===== src/rtl/prgm_pkg.sv =====
package prgm_pkg;

    localparam int BANK_W   = 5;
    localparam int VMODE_W  = 2;
    localparam int HI_W     = BANK_W + 1;
    localparam int IDX_W    = 4;

    localparam logic [IDX_W-1:0] IDX_BANK_A = 4'h1;
    localparam logic [IDX_W-1:0] IDX_BANK_B = 4'h2;

    typedef enum logic [1:0] {
        WIN_NONE   = 2'd0,
        WIN_SWITCH = 2'd1,
        WIN_LOW8   = 2'd2,
        WIN_FIXED  = 2'd3
    } window_e;

    typedef enum logic [1:0] {
        SEL_NONE = 2'd0,
        SEL_A    = 2'd1,
        SEL_B    = 2'd2
    } regsel_e;

    typedef struct packed {
        logic [VMODE_W-1:0] vmode;
        logic [BANK_W-1:0]  bank_a;
        logic [BANK_W-1:0]  bank_b;
    } cfg_t;

    // Region class from the top three CPU address bits
    function automatic window_e classify(input logic [2:0] top3);
        window_e w;
        if (!top3[2])
            w = WIN_NONE;
        else if (!top3[1])
            w = WIN_SWITCH;
        else if (!top3[0])
            w = WIN_LOW8;
        else
            w = WIN_FIXED;
        return w;
    endfunction

    // Register window match: A15=0, A13=0, A12=1, A11=1
    function automatic logic in_reg_space(input logic a15, input logic a13,
                                          input logic a12, input logic a11);
        return (!a15) && (!a13) && a12 && a11;
    endfunction

endpackage


===== src/rtl/prgm_decode.sv =====
module prgm_decode
    import prgm_pkg::*;
(
    input  logic [15:0] cpu_addr,
    input  logic        cpu_strobe,
    input  logic        cpu_rnw,
    output regsel_e     wsel
);
    logic              hit;
    logic [IDX_W-1:0]  idx;
    logic              unused_addr_bits;

    assign unused_addr_bits = &{1'b0, cpu_addr[14], cpu_addr[10:4]};
    assign idx = cpu_addr[IDX_W-1:0];
    assign hit = cpu_strobe && !cpu_rnw &&
                 in_reg_space(cpu_addr[15], cpu_addr[13], cpu_addr[12], cpu_addr[11]);

    always_comb begin
        wsel = SEL_NONE;
        if (hit) begin
            if (idx == IDX_BANK_A)
                wsel = SEL_A;
            else if (idx == IDX_BANK_B)
                wsel = SEL_B;
        end
    end

endmodule


===== src/rtl/prgm_regs.sv =====
module prgm_regs
    import prgm_pkg::*;
(
    input  logic        clk,
    input  logic        rst,
    input  regsel_e     wsel,
    input  logic [7:0]  wdata,
    input  logic        cpu_strobe,
    input  logic        cpu_rnw,
    output cfg_t        cfg
);
    cfg_t cfg_q;
    logic unused_data_bit;

    assign unused_data_bit = &{1'b0, wdata[5]};

    always_ff @(posedge clk) begin
        if (rst) begin
            cfg_q <= '0;
        end else begin
            case (wsel)
                SEL_A: begin
                    cfg_q.bank_a <= wdata[BANK_W-1:0];
                    cfg_q.vmode  <= wdata[7:6];
                end
                SEL_B: cfg_q.bank_b <= wdata[BANK_W-1:0];
                default: ;
            endcase
        end
    end

    assign cfg = cfg_q;

    AST_HOLD_NO_WRITE: assert property (@(posedge clk) disable iff (rst)
        !(cpu_strobe && !cpu_rnw) |=> $stable(cfg_q));

endmodule


===== src/rtl/prgm_xlate.sv =====
module prgm_xlate
    import prgm_pkg::*;
(
    input  logic [2:0]       top3,
    input  cfg_t             cfg,
    output logic [HI_W-1:0]  rom_addr_hi
);
    window_e win;

    assign win = classify(top3);

    always_comb begin
        case (win)
            WIN_SWITCH: rom_addr_hi = {cfg.bank_a, top3[0]};
            WIN_LOW8:   rom_addr_hi = {cfg.bank_b, 1'b0};
            WIN_FIXED:  rom_addr_hi = '1;
            default:    rom_addr_hi = '0;
        endcase
    end

endmodule


===== src/rtl/prg_bank_mapper.sv =====
module prg_bank_mapper
    import prgm_pkg::*;
(
    input  logic             clk,
    input  logic             rst,
    input  logic [15:0]      cpu_addr,
    input  logic [7:0]       cpu_data,
    input  logic             cpu_strobe,
    input  logic             cpu_rnw,
    output logic [HI_W-1:0]  rom_addr_hi,
    output logic             rom_ce,
    output logic [VMODE_W-1:0] video_mode
);
    regsel_e wsel;
    cfg_t    cfg;

    prgm_decode u_dec (
        .cpu_addr   (cpu_addr),
        .cpu_strobe (cpu_strobe),
        .cpu_rnw    (cpu_rnw),
        .wsel       (wsel)
    );

    prgm_regs u_regs (
        .clk        (clk),
        .rst        (rst),
        .wsel       (wsel),
        .wdata      (cpu_data),
        .cpu_strobe (cpu_strobe),
        .cpu_rnw    (cpu_rnw),
        .cfg        (cfg)
    );

    prgm_xlate u_xl (
        .top3        (cpu_addr[15:13]),
        .cfg         (cfg),
        .rom_addr_hi (rom_addr_hi)
    );

    assign rom_ce     = cpu_strobe && cpu_rnw && cpu_addr[15];
    assign video_mode = cfg.vmode;

    AST_LOW_HALF_ZERO: assert property (@(posedge clk) disable iff (rst)
        !cpu_addr[15] |-> rom_addr_hi == '0);
    AST_FIXED_TOP: assert property (@(posedge clk) disable iff (rst)
        cpu_addr[15:13] == 3'b111 |-> rom_addr_hi == '1);
    AST_LOW8_BIT13: assert property (@(posedge clk) disable iff (rst)
        cpu_addr[15:13] == 3'b110 |-> !rom_addr_hi[0]);
    AST_NO_CE_ON_WRITE: assert property (@(posedge clk) disable iff (rst)
        !cpu_rnw |-> !rom_ce);

endmodule


===== config.mk =====
export PLATFORM = sky130hd
export DESIGN_NAME = prg_bank_mapper
export DESIGN_NICKNAME = d
export VERILOG_FILES = /design/src/rtl/prgm_pkg.sv /design/src/rtl/prgm_decode.sv /design/src/rtl/prgm_regs.sv /design/src/rtl/prgm_xlate.sv /design/src/rtl/prg_bank_mapper.sv
export SDC_FILE = /design/constraint.sdc
export NUM_CORES = 1
export LEC_CHECK = 0
export BUFFER_PORTS_ARGS = -buffer_cell sky130_fd_sc_hd__clkbuf_2
export CAP_MARGIN = 10
export CORE_MARGIN = 5
export CORE_UTILIZATION = 40
export CTS_BUF_LIST = sky130_fd_sc_hd__clkbuf_16
export CTS_CLUSTER_DIAMETER = 80
export DETAILED_ROUTE_END_ITERATION = 16
export PLACE_DENSITY = 0.72
export RECOVER_POWER = 25
export SYNTH_ARGS = -nofsm -noshare
export SYNTH_HDL_FRONTEND = slang
export SYNTH_SLANG_ARGS = --single-unit

===== constraint.sdc =====
create_clock -name clk -period 2.26 [get_ports clk]
set_clock_uncertainty 0.15 [all_clocks]
set_input_delay 0.452 -clock clk [delete_from_list [all_inputs] [get_ports clk]]
set_output_delay 0.452 -clock clk [all_outputs]
set_load 0.05 [all_outputs]

* Word-level counts from Yosys, hierarchy flattened
Cells that the tools add are included.
Storage, ports and cells: flip-flop bits (word level) 12, output and inout bits 9
Operators by class: muxes and demuxes 7, reductions and logical operators 10, equality and inequality tests 7
Operators by type and width (count):
- 6-bit one-hot mux with 3 select lines | 1
- 2-bit two-way mux | 5
- 1-bit logical AND | 7
- 2-bit == test (second input constant) | 3
- 2-bit by 1-bit == test with 1-bit output (second input constant) | 2
- 4-bit by 1-bit == test with 1-bit output (second input constant) | 1
- 4-bit by 2-bit == test with 1-bit output (second input constant) | 1
- 1-bit zero test | 3
- 1-bit two-way mux | 1

* Longest topological paths before layout
Gate-level depths: netlist (run 1).
depth after elaboration 7, gate-level depth with buffers 4

* Cells and area by module
Synthesis (run 1) repeated with hierarchy kept, for this count alone.
Second synthesis, totals: cells, all modules 61, area total of the unflattened synthesis 661.9 um^2
By module, submodules not included:
- prgm_regs | area an instance 528.0 um^2, instances 1, cells each 48, sequential area each 240.2 um^2
- prgm_xlate | area an instance 71.3 um^2, instances 1, cells each 7, sequential area each 0.0 um^2
- prgm_decode | area an instance 56.3 um^2, instances 1, cells each 5, sequential area each 0.0 um^2
- prg_bank_mapper | area an instance 6.3 um^2, instances 1, cells each 1, sequential area each 0.0 um^2

* Worst setup path before layout (run 1)
OpenSTA, ideal clock, no wires.
kind input -> output, from input port cpu_addr[14], to output port rom_addr_hi[1], required time 1.658 ns, path slack 0.106 ns, arrival 1.552 ns, stages 3, cells stage by stage clkbuf_1 > o21ai_0 > a21oi_1
On the way: longest elaborated chain between the ends 4
Ends and longest elaborated chain:
- start, declared | line prg_bank_mapper.sv:6 | input logic [15:0] cpu_addr,
- 2-bit two-way mux * | line prgm_pkg.sv:35 | else if (!top3[1])
- 2-bit two-way mux * | line prgm_pkg.sv:33 | if (!top3[2])
- 2-bit == test or 2-bit by 1-bit == test with 1-bit output (tied branches) | line prgm_xlate.sv:13 | case (win)
- 6-bit one-hot mux with 3 select lines * | line prgm_xlate.sv:13
- end, declared | line prg_bank_mapper.sv:10 | output logic [HI_W-1:0] rom_addr_hi,
Mark *: on every way between the ends. The rest lies on a longest branch, timed or not.

* Worst setup path in the final report (run 1)
from input port cpu_addr[15], to output port rom_addr_hi[1]
On the way: longest elaborated chain between the ends 3
Ends and longest elaborated chain (line):
- 2-bit two-way mux * | prgm_pkg.sv:33
- 2-bit == test or 2-bit by 1-bit == test with 1-bit output (tied branches) | prgm_xlate.sv:13
- 6-bit one-hot mux with 3 select lines * | prgm_xlate.sv:13
Marks and branches as above.

==> results of run 1 <==
-- area by class of cell --
type	instances	area, um2
well taps	16	20.0
fillers	137	672
multi-input cells	53	377
clock buffers	3	75.1
clock inverters	1	3.75
flip-flops and latches	12	240
repair buffers	28	136
-- worst max-delay path by stage --
stage | to | slack, ns | depth (start not counted)
after floorplan | rom_addr_hi[1] | 0.11 | 3
after global placement | rom_addr_hi[3] | 0.50 | 4
after detailed placement | u_regs.cfg[3] | 0.46 | 4
after CTS | rom_addr_hi[1] | 0.49 | 4
after global routing | rom_addr_hi[3] | 0.26 | 4
final | rom_addr_hi[1] | 0.36 | 4
-- cell families (layout without fill, tap and decap cells) --
group | Yosys count | count (layout) | synth area share
multiplexers | 12 | 12 | 0.183
AO/OA/AOI/OAI | 10 | 10 | 0.0763
flip-flops | 12 | 12 | 0.366
buffers and inverters | 6 | 32 | 0.0591
AND/OR/NAND/NOR | 31 | 31 | 0.315
-- synth_stat cells (all sizes together) --
master	n	share of area
nor2	5	0.029
and4b	2	0.031
and4bb	1	0.019
a21oi	5	0.038
o21ai	5	0.038
buf	4	0.048
nor4b	1	0.023
and3	1	0.0095
mux2i	12	0.18
nand2b	19	0.18
clkbuf	2	0.011
dfxtp	12	0.37
and2	1	0.0095
nand4b	1	0.013
-- power groups by stage --
stage	combinational, W	clock (W)	sequential [W]
5_1_grt	0.0000806	0.000337	0.000212
2_1_floorplan	0.0000449	0	0.000216
3_5_place_dp	0.0000744	0	0.000216
3_3_place_gp	0.0000729	0	0.000216
6_report	0.0000738	0.000326	0.000213
4_1_cts	0.0000746	0.000333	0.000213
-- metal layers --
metal | vias to the layer above | routed length, um | GRT usage
met5 | - | 0 | 0
met4 | 0 | 37 | 0.106
met3 | 4 | 137 | 0.0473
met2 | 24 | 749 | 0.207
met1 | 263 | 594 | 0.143
li1 | 296 | - | -
-- critical path: stages --
cell and delay (ns):
clkbuf_1 0.26, o21ai_0 0.14, a21oi_1 0.15, clkbuf_2 0.30
-- metrics by stage --
step	util	power, W
detailed placement	0.510	0.000291
CTS	0.562	0.000620
global placement	0.510	0.000289
finish	0.559	0.000613
floorplan	-	0.000261
global route	0.559	0.000630
==> results.tsv, run 1 <==
metric	value	unit
initial antenna violation count	0	
WHS Endpoint	u_regs.cfg[11]	
hold_sp	cpu_data[7]	
crit path DAT	1.30	ns
clk_lat worst skew	0.24	ns
Worst R2R End	u_regs.cfg[1]	
Tightest Pin Transition	0.596	ns
Hold Slack	0.305	ns
total gr overflow	0	
Power Density	719	nW/um2
final period utilization	0.841	
flop2flop setup slack	1.46	ns
fin cells	113	
combinational share of power	0.121	
DRT Pass-1 Iters	4	
crit path from	cpu_addr[15]	
worst hold stages	3	
RSZ-0062 raised after global routing	no	
die area	2550	um2
Worst EP required	1.66	ns
count of different cell masters after synthesis	16	
Total GRT Usage	0.133	
crit-path max FO	8	
RePlAce Congestion	0.693	
Mapped Area	656	um2
synthesized area per cell	9.23	um2
# rows	14	
Final ANT Viol Nets	0	
Max Cap Viol	0	
PortBufs	28	
Synth Net Count	99	
Worst Setup Start Kind	input port	
switching power	0.000140	W
Ys Warns	0	
pre-CTS WS	0.464	ns
Final Hold Violating Endpoints	0	
I/O pin cnt	37	
Leakage	0.388	nW
Diodes inserted	0	
cell count after synthesis	71	
Final Cell Area	852	um2
core area	1520	um2
Worst R2R Path Depth	2	
Root Driver	clkbuf_16	
Finish-stage setup viols	0	
CTS tree	built	
FMAX	526	MHz
fin. max-slew vios	0	
Synth-to-Final Area Change	30.0	%
most frequent cells in the layout	clkbuf_2, nand2b_1, mux2i_1, dfxtp_1	
DIE HEIGHT	50.5	um
crit path kind	in -> out	
Placed Instances	109	
Int Power	0.000473	W
worst r2r src	u_regs.cfg[1]	
clk sink count	12	
worst-case clock buffer depth	2	
sequential share of power	0.347	
DP Area	777	um2
largest net degree at the start of global routing	20	
Peak VDD IR	525	uV
share of layout cells above drive strength 1	0.299	
most common cell after layout, fill and taps aside	clkbuf_2	
Via density	5.19	
flop and latch count out of synthesis	12	
min cycle time layout	1.90	ns
max reg flops	12	
drt drc	0	
worst setup margin	0.359	ns
via count	587	
Routed wire per std cell	13.4	um
TNS Setup	0	ns
Slew headroom	0.604	
vias in the first global route	620	
Final #Nets	126	
first-pass GRT wire length	2600	um
Starting Density	0.430	
Clock transition at path regs	0.04	ns
Post-CTS Hold Buffers	0	
Clock power frac	0.533	
Post-CTS Setup Bufs	0	
Tightest Hold Check Type	in -> reg	
CTS H-tree depth	1	
post-detailed-routing wire length	1520	um
sw frac	0.228	
die width	50.5	um
total CTS buffers	3	
sequential element share of the synthesized area	0.366	
status	complete, no violations	
post-cts resize count	0	
CP Capture Type	primary output	
initial DRC count	8	
No activity file was read; power rests on OpenSTA's default activity.
==> inputs of run 2 (changes only) <==
==> constraint.sdc (replaced) <==
create_clock -name clk -period 1.9 [get_ports clk]
set_clock_uncertainty 0.15 [all_clocks]
set_input_delay 0.38 -clock clk [delete_from_list [all_inputs] [get_ports clk]]
set_output_delay 0.38 -clock clk [all_outputs]
set_load 0.05 [all_outputs]
==> run 2 against run 1 <==
  * Utilization rose by 0.082 points
  * Non-clock buffer count did not move
  * Sequential share of layout area barely moved
  * Combinational power rose by 19%
  * Sequential cell count did not move
  * Cell count did not move
  * Worst hold slack got worse by 0.072 ns
  * Register-to-register slack got worse by 0.36 ns
  * Critical endpoint unchanged
  * Largest power group unchanged
==> results.tsv, run 2 (synthesis gave the netlist of run 1 again) <==
metric	value	unit	change
fin. max-slew vios	0		unchanged
DIE HEIGHT	50.5	um	unchanged
# rows	14		unchanged
worst-case clock buffer depth	2		unchanged
initial DRC count	8		unchanged
crit path kind	in -> out		
Slew headroom	0.604		unchanged
Total GRT Usage	0.133		unchanged
die width	50.5	um	unchanged
Power Density	854	nW/um2	+19%
min cycle time layout	1.63	ns	
Max Cap Viol	0		unchanged
Crit path top cell by count	clkbuf_2		
status	complete, no violations		
Max stage delay on crit path	0.30	ns	about the same
Starting Density	0.430		unchanged
initial antenna violation count	0		unchanged
DRT Pass-1 Iters	4		unchanged
Cell Chain, Critical Path	clkbuf_2, o21ai_0, a21oi_1, clkbuf_2		
Routed wire per std cell	13.4	um	-0.40%
Diodes inserted	0		unchanged
pre-CTS WS	0.176	ns	-0.288 ns
final period utilization	0.860		
Finish-stage setup viols	0		unchanged
Final Hold Violating Endpoints	0		unchanged
CP Capture Type	primary output		
RePlAce Congestion	0.693		about the same
Final ANT Viol Nets	0		unchanged
FMAX	612	MHz	
post-detailed-routing wire length	1510	um	-0.40%
Post-CTS Hold Buffers	0		unchanged
Root Driver	clkbuf_16		
Synth-to-Final Area Change	30.2	%	
Tightest Hold Check Type	in -> reg		
core area	1520	um2	unchanged
worst setup margin	0.267	ns	-0.0925 ns
Worst EP required	1.37	ns	-0.29 ns
Clock transition at path regs	0.04	ns	about the same
total gr overflow	0		unchanged
I/O pin cnt	37		unchanged
crit-path max FO	10		+2
most common cell after layout, fill and taps aside	clkbuf_2		
first-pass GRT wire length	2600	um	unchanged
Final Util	0.560		+0.000821
TNS Setup	0	ns	unchanged
die area	2550	um2	unchanged
Placed Instances	109		unchanged
RSZ-0062 raised after global routing	no		
CTS tree	built		
PortBufs	28		unchanged
Peak VDD IR	624	uV	+19%
clk sink count	12		unchanged
Via density	5.20		+0.17%
Tightest Pin Transition	0.596	ns	unchanged
vias in the first global route	620		unchanged
Worst Setup Start Kind	input port		
max reg flops	12		unchanged
fin cells	113		unchanged
post-cts resize count	0		unchanged
total CTS buffers	3		unchanged
crit path DAT	1.10	ns	-0.20 ns
largest net degree at the start of global routing	20		unchanged
most frequent cells in the layout	clkbuf_2, nand2b_1, mux2i_1, dfxtp_1		
Final #Nets	126		unchanged
Post-CTS Setup Bufs	0		unchanged
clk_lat worst skew	0.24	ns	about the same
CTS H-tree depth	1		unchanged
Leakage	0.391	nW	+0.77%
share of layout cells above drive strength 1	0.309		+0.0103
slowest stage cell, crit path	clkbuf_2		
Hold Slack	0.233	ns	-0.0720 ns
via count	588		+0.17%
drt drc	0		unchanged
[run 2: final timing paths]
path	endpoint	startpoint	slack, ns	depth (start not counted)
worst max register to register	u_regs.cfg[1]	u_regs.cfg[1]	1.10	2
worst min-delay path	u_regs.cfg[11]	cpu_data[7]	0.23	3
worst max-delay path	rom_addr_hi[1]	cpu_addr[14]	0.27	4
worst min register to register	u_regs.cfg[7]	u_regs.cfg[7]	0.32	2
[run 2: per-stage QoR]
| stage | power, W | cell area [um2] |
|---|---|---|
| floorplan | 0.000311 | 656 |
| global placement | 0.000344 | 777 |
| detailed placement | 0.000346 | 777 |
| CTS | 0.000737 | 856 |
| global route | 0.000750 | 853 |
| finish | 0.000729 | 853 |
[run 2: power breakdown]
part	total [W]	leakage, nW	internal, W	switching (W)
clock	0.000388	0.0385	0.000277	0.000111
sequential	0.000253	0.0966	0.000253	0.0000000849
combinational	0.0000881	0.256	0.0000332	0.0000548
total	0.000729	0.391	0.000563	0.000166
[run 2: worst max-delay path: cells and delay by family]
family / cells / cell delay (ns)
AOI/OAI and AO/OA: 2 / 0.24
buffers and inverters: 2 / 0.49
[run 2: area by class of cell]
type,count,area (um2)
Clock buffer,3,75.1
Clock inverter,1,3.75
Tap cell,16,20.0
Timing Repair Buffer,28,138
Fill cell,136,671
Sequential cell,12,240
Multi-Input combinational cell,53,377
[run 2: layer usage]
| layer | track usage | share of wire |
|---|---|---|
| met1 | 0.143 | 0.39 |
| met2 | 0.207 | 0.49 |
| met3 | 0.0473 | 0.093 |
| met4 | 0.106 | 0.024 |
| met5 | 0 | 0 |
